`src/rtl/isa_seq_pkg.sv`:
```
package isa_seq_pkg;
  parameter int SEQ_HALF_W = 4;
  parameter int SEQ_LEN_W  = 4;

  typedef struct packed {
    logic                 load;
    logic                 finish;
    logic [SEQ_LEN_W-1:0] cycLen;
  } seq_strobe_t;
endpackage

```
`src/rtl/isa_seq_ctrl.sv`:
```
module isa_seq_ctrl
  import isa_seq_pkg::*;
#(
  parameter int WIDE_HALVES   = 6,
  parameter int NARROW_HALVES = 12,
  parameter int SHORT_HALVES  = 4,
  parameter int NOWS_HALF     = 2
) (
  input  logic        clk,
  input  logic        rstN,
  input  logic        reqValid,
  input  logic        reqWide,
  input  logic        nowsN,
  input  logic        curIo,
  input  logic        curWide,
  input  logic        curWrite,
  output logic        reqReady,
  output logic        bclk,
  output logic        bale,
  output logic        memRdN,
  output logic        memWrN,
  output logic        ioRdN,
  output logic        ioWrN,
  output logic        dataOe,
  output seq_strobe_t st
);
  localparam int HW = SEQ_HALF_W;
  localparam logic [HW-1:0] WIDE_END   = HW'(WIDE_HALVES - 1);
  localparam logic [HW-1:0] NARROW_END = HW'(NARROW_HALVES - 1);
  localparam logic [HW-1:0] SHORT_END  = HW'(SHORT_HALVES - 1);
  localparam logic [HW-1:0] SAMPLE_AT  = HW'(NOWS_HALF);

  logic          phase;
  logic          busy;
  logic [HW-1:0] halfIdx;
  logic [HW-1:0] endIdx;
  logic          lastHalf;
  logic          accept;
  logic          cmdOn;
  logic          shortOk;
  logic [HW:0]   endPlusOne;

  assign lastHalf = busy && (halfIdx == endIdx);
  assign reqReady = phase && (!busy || lastHalf);
  assign accept   = reqValid && reqReady;
  assign shortOk  = curWide && !curIo;

  always_ff @(posedge clk) begin
    if (!rstN) begin
      phase   <= 1'b0;
      busy    <= 1'b0;
      halfIdx <= '0;
      endIdx  <= '0;
    end else begin
      phase <= ~phase;
      if (accept) begin
        busy    <= 1'b1;
        halfIdx <= '0;
        endIdx  <= reqWide ? WIDE_END : NARROW_END;
      end else if (lastHalf) begin
        busy <= 1'b0;
      end else if (busy) begin
        halfIdx <= halfIdx + 1'b1;
        if (halfIdx == SAMPLE_AT && shortOk && !nowsN) begin
          endIdx <= SHORT_END;
        end
      end
    end
  end

  assign bclk   = ~phase;
  assign bale   = busy && (halfIdx == '0);
  assign cmdOn  = busy && (halfIdx != '0);
  assign memRdN = ~(cmdOn && !curIo && !curWrite);
  assign memWrN = ~(cmdOn && !curIo && curWrite);
  assign ioRdN  = ~(cmdOn && curIo && !curWrite);
  assign ioWrN  = ~(cmdOn && curIo && curWrite);
  assign dataOe = busy && curWrite;

  assign endPlusOne = {1'b0, endIdx} + 1'b1;

  always_comb begin
    st        = '0;
    st.load   = accept;
    st.finish = lastHalf;
    st.cycLen = SEQ_LEN_W'(endPlusOne >> 1);
  end
endmodule

```
`src/rtl/isa_seq_dp.sv`:
```
module isa_seq_dp
  import isa_seq_pkg::*;
#(
  parameter int ADDR_W = 24,
  parameter int DATA_W = 16
) (
  input  logic                 clk,
  input  logic                 rstN,
  input  seq_strobe_t          st,
  input  logic                 reqIsIo,
  input  logic                 reqWide,
  input  logic                 reqWrite,
  input  logic [ADDR_W-1:0]    reqAddr,
  input  logic [DATA_W-1:0]    reqWdata,
  input  logic [DATA_W-1:0]    dataIn,
  output logic                 curIo,
  output logic                 curWide,
  output logic                 curWrite,
  output logic [ADDR_W-1:0]    addrBus,
  output logic [DATA_W-1:0]    dataOut,
  output logic [DATA_W-1:0]    rdData,
  output logic                 done,
  output logic [SEQ_LEN_W-1:0] lastLen
);
  localparam int LANE_W = DATA_W / 2;

  logic [DATA_W-1:0] narrowW;
  logic [DATA_W-1:0] narrowR;

  assign narrowW = {{(DATA_W-LANE_W){1'b0}}, reqWdata[LANE_W-1:0]};
  assign narrowR = {{(DATA_W-LANE_W){1'b0}}, dataIn[LANE_W-1:0]};

  always_ff @(posedge clk) begin
    if (!rstN) begin
      curIo    <= 1'b0;
      curWide  <= 1'b0;
      curWrite <= 1'b0;
      addrBus  <= '0;
      dataOut  <= '0;
      rdData   <= '0;
      done     <= 1'b0;
      lastLen  <= '0;
    end else begin
      done <= st.finish;
      if (st.finish) begin
        lastLen <= st.cycLen;
        if (!curWrite) begin
          rdData <= curWide ? dataIn : narrowR;
        end
      end
      if (st.load) begin
        curIo    <= reqIsIo;
        curWide  <= reqWide;
        curWrite <= reqWrite;
        addrBus  <= reqAddr;
        dataOut  <= reqWide ? reqWdata : narrowW;
      end
    end
  end
endmodule

```
`src/rtl/isa_cycle_seq.sv`:
```
module isa_cycle_seq
  import isa_seq_pkg::*;
#(
  parameter int ADDR_W = 24,
  parameter int DATA_W = 16
) (
  input  logic                 clk,
  input  logic                 rstN,
  input  logic                 reqValid,
  input  logic                 reqIsIo,
  input  logic                 reqWide,
  input  logic                 reqWrite,
  input  logic [ADDR_W-1:0]    reqAddr,
  input  logic [DATA_W-1:0]    reqWdata,
  output logic                 reqReady,
  output logic                 bclk,
  output logic                 bale,
  output logic                 memRdN,
  output logic                 memWrN,
  output logic                 ioRdN,
  output logic                 ioWrN,
  output logic [ADDR_W-1:0]    addrBus,
  output logic [DATA_W-1:0]    dataOut,
  output logic                 dataOe,
  input  logic [DATA_W-1:0]    dataIn,
  input  logic                 nowsN,
  output logic                 done,
  output logic [DATA_W-1:0]    rdData,
  output logic [SEQ_LEN_W-1:0] lastLen
);
  seq_strobe_t st;
  logic curIo, curWide, curWrite;

  isa_seq_ctrl u_ctrl (
    .clk(clk), .rstN(rstN), .reqValid(reqValid), .reqWide(reqWide),
    .nowsN(nowsN), .curIo(curIo), .curWide(curWide), .curWrite(curWrite),
    .reqReady(reqReady), .bclk(bclk), .bale(bale), .memRdN(memRdN),
    .memWrN(memWrN), .ioRdN(ioRdN), .ioWrN(ioWrN), .dataOe(dataOe), .st(st)
  );

  isa_seq_dp #(.ADDR_W(ADDR_W), .DATA_W(DATA_W)) u_dp (
    .clk(clk), .rstN(rstN), .st(st), .reqIsIo(reqIsIo), .reqWide(reqWide),
    .reqWrite(reqWrite), .reqAddr(reqAddr), .reqWdata(reqWdata),
    .dataIn(dataIn), .curIo(curIo), .curWide(curWide), .curWrite(curWrite),
    .addrBus(addrBus), .dataOut(dataOut), .rdData(rdData), .done(done),
    .lastLen(lastLen)
  );
endmodule

```
`config.mk`:
```
export PLATFORM = sky130hd
export DESIGN_NAME = isa_cycle_seq
export DESIGN_NICKNAME = d
export VERILOG_FILES = /design/src/rtl/isa_seq_pkg.sv /design/src/rtl/isa_seq_ctrl.sv /design/src/rtl/isa_seq_dp.sv /design/src/rtl/isa_cycle_seq.sv
export SDC_FILE = /design/constraint.sdc
export NUM_CORES = 1
export LEC_CHECK = 0
export BUFFER_PORTS_ARGS = -buffer_cell sky130_fd_sc_hd__buf_2
export CORE_UTILIZATION = 43
export CTS_BUF_LIST = sky130_fd_sc_hd__clkbuf_4 sky130_fd_sc_hd__clkbuf_8 sky130_fd_sc_hd__clkbuf_16
export DETAILED_ROUTE_END_ITERATION = 6
export PLACE_DENSITY = 0.81
export SLEW_MARGIN = 20
export SYNTH_ARGS = -nofsm -noshare
export SYNTH_HDL_FRONTEND = slang
export SYNTH_HIERARCHICAL = 1
export SYNTH_SLANG_ARGS = --single-unit
```
`constraint.sdc`:
```
create_clock -name clk -period 2.2 [get_ports clk]
set_clock_uncertainty 0.05 [all_clocks]
set_input_delay 0.66 -clock clk [delete_from_list [all_inputs] [get_ports clk]]
set_output_delay 0.66 -clock clk [all_outputs]
set_load 0.05 [all_outputs]
```
==> impl_metrics.yaml, run 1 <==
logic_synthesis:
  synth_async_sr_flop_share_pct: 0
  synthesis.area_um2: 3105
  synth.yosys.seq_area_share_pct: 47.70
  synth_fp_nets: 378
  synth-warning-count: 6
  synth_largest_area_cell: "dfxtp_1"
  synth_compound_area_share_pct: 9.710
  avgSynthCellArea_um2: 9.985
  yosys.area.top_type_share_pct: 47.70
  yosys.area_share.xor_xnor_pct: 1.692
  syn_inst: 311
  yosys-top-cells-area: "dfxtp_1 (48%), mux2i_1 (13%), nor2b_1 (11%)"
  yosys_register_bits: 74
  post_synth_edffs: 0
  postSynth.topFlopCell: "dfxtp_1"
  fraction_of_the_mapped_netlist_area_in_adder_cells_pct: 1.612
  synth_mux_area_share_pct: 12.57
  post_synth_num_cell_types: 40
  post_synthesis_simple_gate_area_fraction_pct: 21.68
  dominant_combinational_cell_family_by_area_after_synthesis: "simple AND/OR/NAND/NOR gates"
sta:
  final_hold_viol_count: 0
  min_period_over_period_pct: 106.7
  setup-tns-final_ps: -677.7
  finalHoldWorstSlack_ps: 402.9
  slew_headroom_pct: 71.36
  setup-violations-final: 18
  grt_setup_unrepaired: "yes"
  fin_crit_ps: 2347
  final_max_slew_viol_count: 0
  setup_ws_ps: -146.7
  maxClockFrequency_mhz: 426.1
  worst-slew-pin-transition_ps: 428.2
worst_setup_path:
  max_stage_delay_on_crit_path_ps: 520
  end_kind: "output port"
  cpLargestDelayFamily: "compound AO/OA/AOI/OAI gates"
  worst-path-buf-inv: 1
  worstPathCellList: "xor2_1 -> o41a_4 -> nor2_4 -> buf_8"
  r2r.worst_path.cells: 9
  criticalPathCategory: "reg2out"
  worstSetupStartpointType: "flip-flop"
  worst-endpoint-required_ps: 1490
  critical_path_peak_fanout: 4
  regToRegSetupSlack_ps: -40
  number_of_logic_stages_on_the_critical_path_including_buffering: 4
  crit_arrival_ps: 1640
  cp_slowest_cell: "o41a_4"
pwr:
  leakage_power_uw: 0.001920
  net_sw_power_uw: 825.1
  intPower_uw: 2231
  combPwrFrac_pct: 15.7
  seq_power_share_pct: 46.3
  vdd_ir_drop_max_uv: 513.9
  power.clock.fraction_pct: 38.0
  power.switching_fraction_pct: 27.00
  power.density_cell_area_nw_per_um2: 710.5
  finalPower_uw: 3056
global_routing:
  grt_antenna_before_repair: 0
  grtUsageTotal_pct: 18.64
  grt_pass1_vias: 2445
  grt_overflow_total: 0
  grt_pass1_wl_um: 11030
  grt_max_degree: 40
cells_and_area:
  drive_gt1_share_pct: 41.79
  synthToLayoutAreaGrowth_pct: 38.52
  fin_cells: 553
  num-nets-final: 519
  n_antenna_cell: 0
  layout.cells.most_common: "buf_2"
  mostFrequentLayoutCells: "buf_2 (127), dfxtp_1 (67), nor2b_1 (55)"
floorplanning:
  die_w_um: 86.98
  core_um2: 6869
  num_rows: 30
  dieArea_um2: 7566
  io_pins: 132
  starting_utilization_of_the_core_area_pct: 45.21
  die_height_um: 86.98
outcome:
  failed_checks: "setup timing"
  outcome: "finished with violations"
placed_design:
  dpl_hpwl_um: 4950
  pre_cts_ws_ps: 50.60
  place.detailed.instances: 528
  place_congestion: 0.8054
  portBuffers: 131
routing:
  wl_um: 7491
  drt-vias-per-instance: 4.709
  dr.pass1.iters: 4
  number_of_design_rule_violations_left_by_the_first_detailed_router_iteration: 59
  drtAntennaViolNets: 0
  vias: 2604
  count_of_unresolved_drc_violations_after_routing: 0
  wl_per_cell_um: 13.55
worst_hold_path:
  hold_path.class: "reg2reg"
  hold_path_depth: 2
clock_network:
  root_buffer: "clkbuf_8"
  cts.reportedPaths.clkPinSlew_ps: 80
  clock_tree.buffer_depth: 2
  cts_made_buffers: 9
  clkLatencyLatePin_ps: 330
  htree_levels: 3
  cts.sink_count: 74
  cts_tree: "built"
  holdBufCountCts: 0
flow_run:
  maxCapViolCount: 0
## path summary, 6_finish.rpt
check | startpoint | endpoint
hold reg to reg | u_dp/rdData[1]$_SDFFE_PN0P_ | u_dp/rdData[1]$_SDFFE_PN0P_
hold / removal | u_dp/rdData[1]$_SDFFE_PN0P_ | u_dp/rdData[1]$_SDFFE_PN0P_
setup / recovery | u_ctrl/halfIdx[0]$_SDFFE_PP0P_ | reqReady
setup reg to reg | u_ctrl/halfIdx[0]$_SDFFE_PP0P_ | u_dp/dataOut[6]$_SDFFE_PN0P_
## state kept, by name (all words and copies together), names as in the netlist
name,cells
u_ctrl/busy,1
u_ctrl/endIdx,4
u_ctrl/halfIdx,4
u_ctrl/phase,1
u_dp/addrBus,24
u_dp/curIo,1
u_dp/curWide,1
u_dp/curWrite,1
u_dp/dataOut,16
u_dp/done,1
u_dp/lastLen,4
u_dp/rdData,16
## cells in the mapped netlist (2+ instances only)
cell type,number
a21boi_1,10
buf_4,7
xor2_1,5
nand3_2,2
ha_1,4
buf_6,2
nand4_1,2
inv_1,5
nand2b_1,2
buf_2,5
nand3_1,8
a21boi_0,4
o21ai_0,2
mux2i_1,39
nor2_1,5
and3_1,2
dfxtp_1,74
nand2_1,34
a21oi_1,13
and2_1,4
or3_1,3
a21boi_2,2
nor2b_1,55
clkbuf_1,6
## tightest hold or removal path: stages (launching register included)
cell	delay (ps)
dfxtp_1	310
nand2_1	50
a21boi_1	50
## timing repair
| item | 4_1_cts | 5_1_grt |
|---|---|---|
| pin swaps | 1 | 2 |
| setup endpoints to repair | 4 | 9 |
| gates resized for setup | 18 | 10 |
| setup buffers | 3 | 2 |
| cloned | 0 | 4 |
## layout make-up
type | count | area [µm²]
sequential | 74 | 1495
fill | 598 | 2567
timing repair buffer | 151 | 924.6
multi-input combinational | 211 | 1521
clock buffer | 10 | 131.4
clock inverter | 6 | 90.09
tap | 96 | 120.1
inverter | 5 | 18.77
## routing by layer
layer / vias up / global-route usage, % / routed length [µm]
li1: 1318 / - / -
met1: 1197 / 21.04 / 3222
met2: 82 / 34.00 / 3826
met3: 7 / 3.791 / 369
met4: 0 / 7.727 / 72
met5: - / 0 / 0
## through the flow
step,utilization (%),area (µm²)
finish,62.62,4302
global route,62.62,4302
CTS,60.67,4168
detailed placement,56.17,3859
global placement,56.17,3859
floorplan,-,3113
## power by group through the flow
stage          combinational [µW]  sequential (µW)  clock, µW
5_1_grt                       511             1420       1250
4_1_cts                       449             1420       1190
6_report                      480             1420       1160
3_5_place_dp                  439             1450          0
3_3_place_gp                  433             1440          0
2_1_floorplan                 185             1570          0
## cells by family (layout without fill, tap and decap cells)
logic type	count (synthesis)	in the layout
multiplexers	39	39
AND/OR/NAND/NOR	122	122
flip-flops	74	74
buffers and inverters	26	172
AO/OA/AOI/OAI	40	40
adder cells (fa/ha/maj)	4	4
XOR/XNOR	6	6
Power figures use the tool's default switching activity.
==> run 2: changes to the inputs <==
- CORE_UTILIZATION: 43 -> 47
- PLACE_DENSITY: 0.81 -> 0.84
- SLEW_MARGIN: 20 -> 15
- clock period: 2.2 -> 2.4 ns (I/O delays scaled with it)
==> run 2 against run 1 <==
Against the previous run:
- the flow still finishes with violations (setup timing)
- critical path depth is the same
- first-iteration DRC count grew 14%
- cell count shrank 4.5%
- non-clock buffer count shrank 6
- largest power group unchanged
- sequential power shrank 8%
- count of clock-buffer cells in the layout is the same
- routed wire length shrank 6.1%
- via count shrank 0.88%
==> impl_metrics.yaml, run 2 (synthesized netlist as in run 1, its figures left out) <==
floorplanning:
  num_rows: 29
  starting_utilization_of_the_core_area_pct: 48.91
  dieArea_um2: 6936
  io_pins: 132
  die_w_um: 83.29
  core_um2: 6350
  die_height_um: 83.29
sta:
  fin_crit_ps: 2422
  final_max_slew_viol_count: 0
  grt_setup_unrepaired: "yes"
  setup_ws_ps: -21.66
  setup-tns-final_ps: -21.66
  worst-slew-pin-transition_ps: 627.0
  min_period_over_period_pct: 100.9
  maxClockFrequency_mhz: 412.9
  final_hold_viol_count: 0
  setup-violations-final: 1
  slew_headroom_pct: 58.06
clock_network:
  cts.sink_count: 74
  cts_made_buffers: 9
  clock_tree.buffer_depth: 2
  root_buffer: "clkbuf_8"
  holdBufCountCts: 0
  cts.reportedPaths.clkPinSlew_ps: 80
  clkLatencyLatePin_ps: 330
  cts_tree: "built"
  htree_levels: 3
routing:
  routedLengthMet1_um: 2907
  drt-vias-per-instance: 4.888
  drtAntennaViolNets: 0
  number_of_design_rule_violations_left_by_the_first_detailed_router_iteration: 67
  dr.pass1.iters: 4
  wl_um: 7036
  routed.top_layer: "met4"
  met2RoutedLength_um: 3603
  vias: 2581
  count_of_unresolved_drc_violations_after_routing: 0
  wl_per_cell_um: 13.33
  routed_wl_met3_um: 323
global_routing:
  grt_antenna_before_repair: 0
  grt_overflow_total: 0
  grt_max_degree: 44
  grt_pass1_vias: 2591
  grt_pass1_wl_um: 11590
  grtUsageTotal_pct: 20.77
cells_and_area:
  num-nets-final: 513
  final_util_pct: 66.36
  max_flop_register: "u_dp/addrBus"
  fin_cells: 528
  n_antenna_cell: 0
  drive_gt1_share_pct: 41.02
  mostFrequentLayoutCells: "buf_2 (129), dfxtp_1 (68), nor2b_1 (55)"
  synthToLayoutAreaGrowth_pct: 35.70
  layout.cell_area.non_filler_um2: 4214
  largest_register_ffs: 24
  layout.cells.most_common: "buf_2"
  biggestRegsByFlops: "u_dp/addrBus (24), u_dp/dataOut (16), u_dp/rdData (16)"
placed_design:
  detailed_place.area_um2: 3815
  place_congestion: 0.7981
  portBuffers: 131
  place.detailed.instances: 507
  dpl_hpwl_um: 4794
pwr:
  vdd_ir_drop_max_uv: 490.5
  power.density_cell_area_nw_per_um2: 684.8
  leakage_power_uw: 0.001877
  finalPower_uw: 2886
worst_setup_path:
  worst-endpoint-required_ps: 1630
  criticalPathCategory: "reg2out"
  end_kind: "output port"
  worstSetupStartpointType: "flip-flop"
  critical_path_peak_fanout: 3
  crit_arrival_ps: 1650
outcome:
  outcome: "finished with violations"
  failed_checks: "setup timing"
worst_hold_path:
  hold_path.class: "reg2reg"
flow_run:
  maxCapViolCount: 0
==> run 2: changes by cell type in the layout (fill, tap and decap cells not counted), sizes merged <==
cell | previous run | this run
clkinvlp | 1 | 2
clkinv | 2 | 1
bufinv | 2 | 3
clkbuf | 13 | 10
inv | 6 | 5
buf | 148 | 145
==> run 2: per-layer routing <==
layer / global-route usage, % / up-vias
met5: 0 / -
met4: 12.54 / 0
met1: 22.97 / 1173
li1: - / 1302
met2: 36.96 / 90
met3: 3.678 / 16
==> run 2: path summary, 6_finish.rpt <==
check,from,to,slack [ps],cells past startpoint
max,u_ctrl/halfIdx[1]$_SDFFE_PP0P_,reqReady,-20,4
min,u_dp/rdData[3]$_SDFFE_PN0P_,u_dp/rdData[3]$_SDFFE_PN0P_,400,2
max reg2reg,u_ctrl/halfIdx[1]$_SDFFE_PP0P_,u_dp/dataOut[12]$_SDFFE_PN0P_,130,7
min reg2reg,u_dp/rdData[3]$_SDFFE_PN0P_,u_dp/rdData[3]$_SDFFE_PN0P_,400,2
==> run 2: final cells by class <==
type	count	area [µm²]
fill	517	2136
multi-input combinational	211	1546
sequential	74	1499
timing repair buffer	145	802.0
clock buffer	10	137.6
clock inverter	6	113.9
tap	77	96.34
inverter	5	18.77
==> run 2: metrics by stage <==
stage	hold WS (ps)	setup slack [ps]
floorplan	376.2	92.35
global placement	387.5	156.7
detailed placement	397.3	135.0
CTS	407.3	-43.70
global route	424.7	-57.28
finish	404.5	-21.66
==> run 2: worst max-delay path, cell delays in order, from the launching register on <==
cell,delay [ps]
dfxtp_4,370
xor2_4,180
o41a_4,520
nor2_4,100
buf_8,150
==> run 2: what timing repair did <==
item                                    4_1_cts  5_1_grt
cloned                                        0        0
gates resized for setup                      19        8
setup buffers                                 4        1
pin swaps                                     2        3
endpoints found under the setup margin        4        4
==> run 2: power breakdown <==
part           internal (µW)  total (µW)  switching, µW
logic                    156         414            257
clock network            721        1180            455
registers               1270        1300           28.8
total                   2140        2890            741
==> run 3: changes to the inputs <==
- CORE_UTILIZATION: 47 -> 25
- PLACE_DENSITY: 0.84 -> 0.52
- clock period: 2.4 -> 3 ns (I/O delays scaled with it)
==> run 3 against run 2 <==
Against the previous run:
- sequential power down 20%
- power is 16% lower
- via count decreased by 3.5%
- the flow now finishes without violations
- die area is 86% higher
- cell count increased by 15%
- worst setup slack gained 200 ps
- count of clock-buffer cells in the layout increased by 1
- first-iteration DRC count grew 1.5%
- critical endpoint unchanged
- cell area down 1.2%
- hold slack lost 3.1 ps
- clock power shrank 8%
- core utilization fell by 32 points
- largest cell class is now sequential cells
- largest power group is now clock
==> impl_metrics.yaml, run 3 (synthesized netlist as in run 1, its figures left out) <==
outcome:
  outcome: "finished clean"
sta:
  final_max_slew_viol_count: 0
  setup-violations-final: 0
  fin_crit_ps: 2821
  maxClockFrequency_mhz: 354.5
  slew_headroom_pct: 52.71
  final_hold_viol_count: 0
  min_period_over_period_pct: 94.04
  worst-slew-pin-transition_ps: 709.4
  setup-tns-final_ps: 0
  grt_setup_unrepaired: "no"
cells_and_area:
  n_antenna_cell: 0
  seqCellArea_um2: 1481
  multi_input_comb_area_um2: 1468
  synthToLayoutAreaGrowth_pct: 34.09
  fill_cells: 1248
  largest_register_ffs: 24
  max_flop_register: "u_dp/addrBus"
  biggestRegsByFlops: "u_dp/addrBus (24), u_dp/dataOut (16), u_dp/rdData (16)"
  num-nets-final: 503
  drive_gt1_share_pct: 36.51
  layout.cells.most_common: "buf_2"
  fin_cells: 609
  mostFrequentLayoutCells: "buf_2 (131), dfxtp_1 (74), nor2b_1 (55)"
clock_network:
  cts_tree: "built"
  holdBufCountCts: 0
  post-cts-setup-buffers: 0
  cts.sink_count: 74
  cts_repair_resize_count: 0
  cts.reportedPaths.clkPinSlew_ps: 60
  htree_levels: 3
  clkLatencyLatePin_ps: 330
  clock_tree.buffer_depth: 2
  root_buffer: "clkbuf_16"
  cts_made_buffers: 9
worst_setup_path:
  end_kind: "output port"
  worstSetupStartpointType: "flip-flop"
  critical_path_peak_fanout: 6
  criticalPathCategory: "reg2out"
  cp_slowest_cell: "o41a_2"
  max_stage_delay_on_crit_path_ps: 570
  worst-path-buf-inv: 1
  worst-endpoint-required_ps: 2050
  worstPathCellList: "xor2_1 -> o41a_2 -> nor2_1 -> buf_2"
  crit_arrival_ps: 1870
  regToRegSetupSlack_ps: 700
  cpLargestDelayFamily: "compound AO/OA/AOI/OAI gates"
flow_run:
  maxCapViolCount: 0
worst_hold_path:
  hold_path.class: "reg2reg"
floorplanning:
  core_um2: 12060
  die_height_um: 113.5
  die_w_um: 113.5
  num_rows: 40
  dieArea_um2: 12870
  starting_utilization_of_the_core_area_pct: 25.75
  io_pins: 132
routing:
  drtAntennaViolNets: 0
  wl_um: 7148
  drt-vias-per-instance: 4.089
  dr.pass1.iters: 4
  number_of_design_rule_violations_left_by_the_first_detailed_router_iteration: 68
  wl_per_cell_um: 11.74
  vias: 2490
  count_of_unresolved_drc_violations_after_routing: 0
placed_design:
  place.detailed.instances: 593
  dpl_hpwl_um: 5186
  portBuffers: 131
  place_congestion: 0.7016
pwr:
  vdd_ir_drop_max_uv: 199.3
  power.density_cell_area_nw_per_um2: 582.0
  leakage_power_uw: 0.001835
global_routing:
  grt_pass1_wl_um: 11500
  grt_pass1_vias: 2383
  grt_antenna_before_repair: 0
  grt_overflow_total: 0
  grt_max_degree: 48
  grtUsageTotal_pct: 11.63
## run 3: cell types whose count changed in the layout (fill, tap and decap cells not counted), sizes merged
cell,delta
buf,-10
clkinvlp,-2
clkinv,+3
clkbuf,+1
bufinv,-2
## run 3: worst paths after layout
path,from,endpoint,depth (start not counted)
max,u_ctrl/halfIdx[1]$_SDFFE_PP0P_,reqReady,4
min,u_dp/rdData[2]$_SDFFE_PN0P_,u_dp/rdData[2]$_SDFFE_PN0P_,2
max reg2reg,u_ctrl/halfIdx[1]$_SDFFE_PP0P_,u_dp/rdData[10]$_SDFFE_PN0P_,6
min reg2reg,u_dp/rdData[2]$_SDFFE_PN0P_,u_dp/rdData[2]$_SDFFE_PN0P_,2
## run 3: area by class of cell
class | count | share of cell area (%)
Clock inverter | 5 | 1.292
Sequential cell | 74 | 35.58
Tap cell | 168 | 5.048
Inverter | 5 | 0.4507
Clock buffer | 11 | 5.919
Multi-Input combinational cell | 211 | 35.25
Timing Repair Buffer | 135 | 16.47
## run 3: metrics by stage
step	cell area [µm²]	worst slack, ps	power [µW]	hold slack (ps)	utilization [%]
floorplan	3105	286.6	1285	376.2	-
global placement	3864	539.6	1369	388.3	32.03
detailed placement	3864	534.0	1374	393.1	32.03
CTS	4164	161.3	2472	400.8	34.52
global route	4164	92.93	2541	418.7	34.52
finish	4164	178.8	2424	401.4	34.52
## run 3: power breakdown
part / total, µW / internal (µW) / switching, µW
combinational: 307 / 109 / 198
clock: 1080 / 672 / 404
sequential: 1040 / 1020 / 23.0
total: 2420 / 1800 / 625
## run 3: worst reg2reg max path, delay by kind of cell, from the launching register on
family,cells,cell delay [ps]
compound gates,1,190
xor+xnor,1,170
flops,1,430
simple gates,4,1390
## run 3: routing by layer
layer / up-vias / track usage, % / part of all wire (%) / wire length [µm]
met5: - / 0 / 0 / 0
met2: 76 / 18.61 / 45 / 3222
met4: 0 / 6.316 / 2.0 / 145
met1: 1113 / 13.88 / 47 / 3357
met3: 11 / 3.719 / 5.9 / 422
li1: 1290 / - / - / -
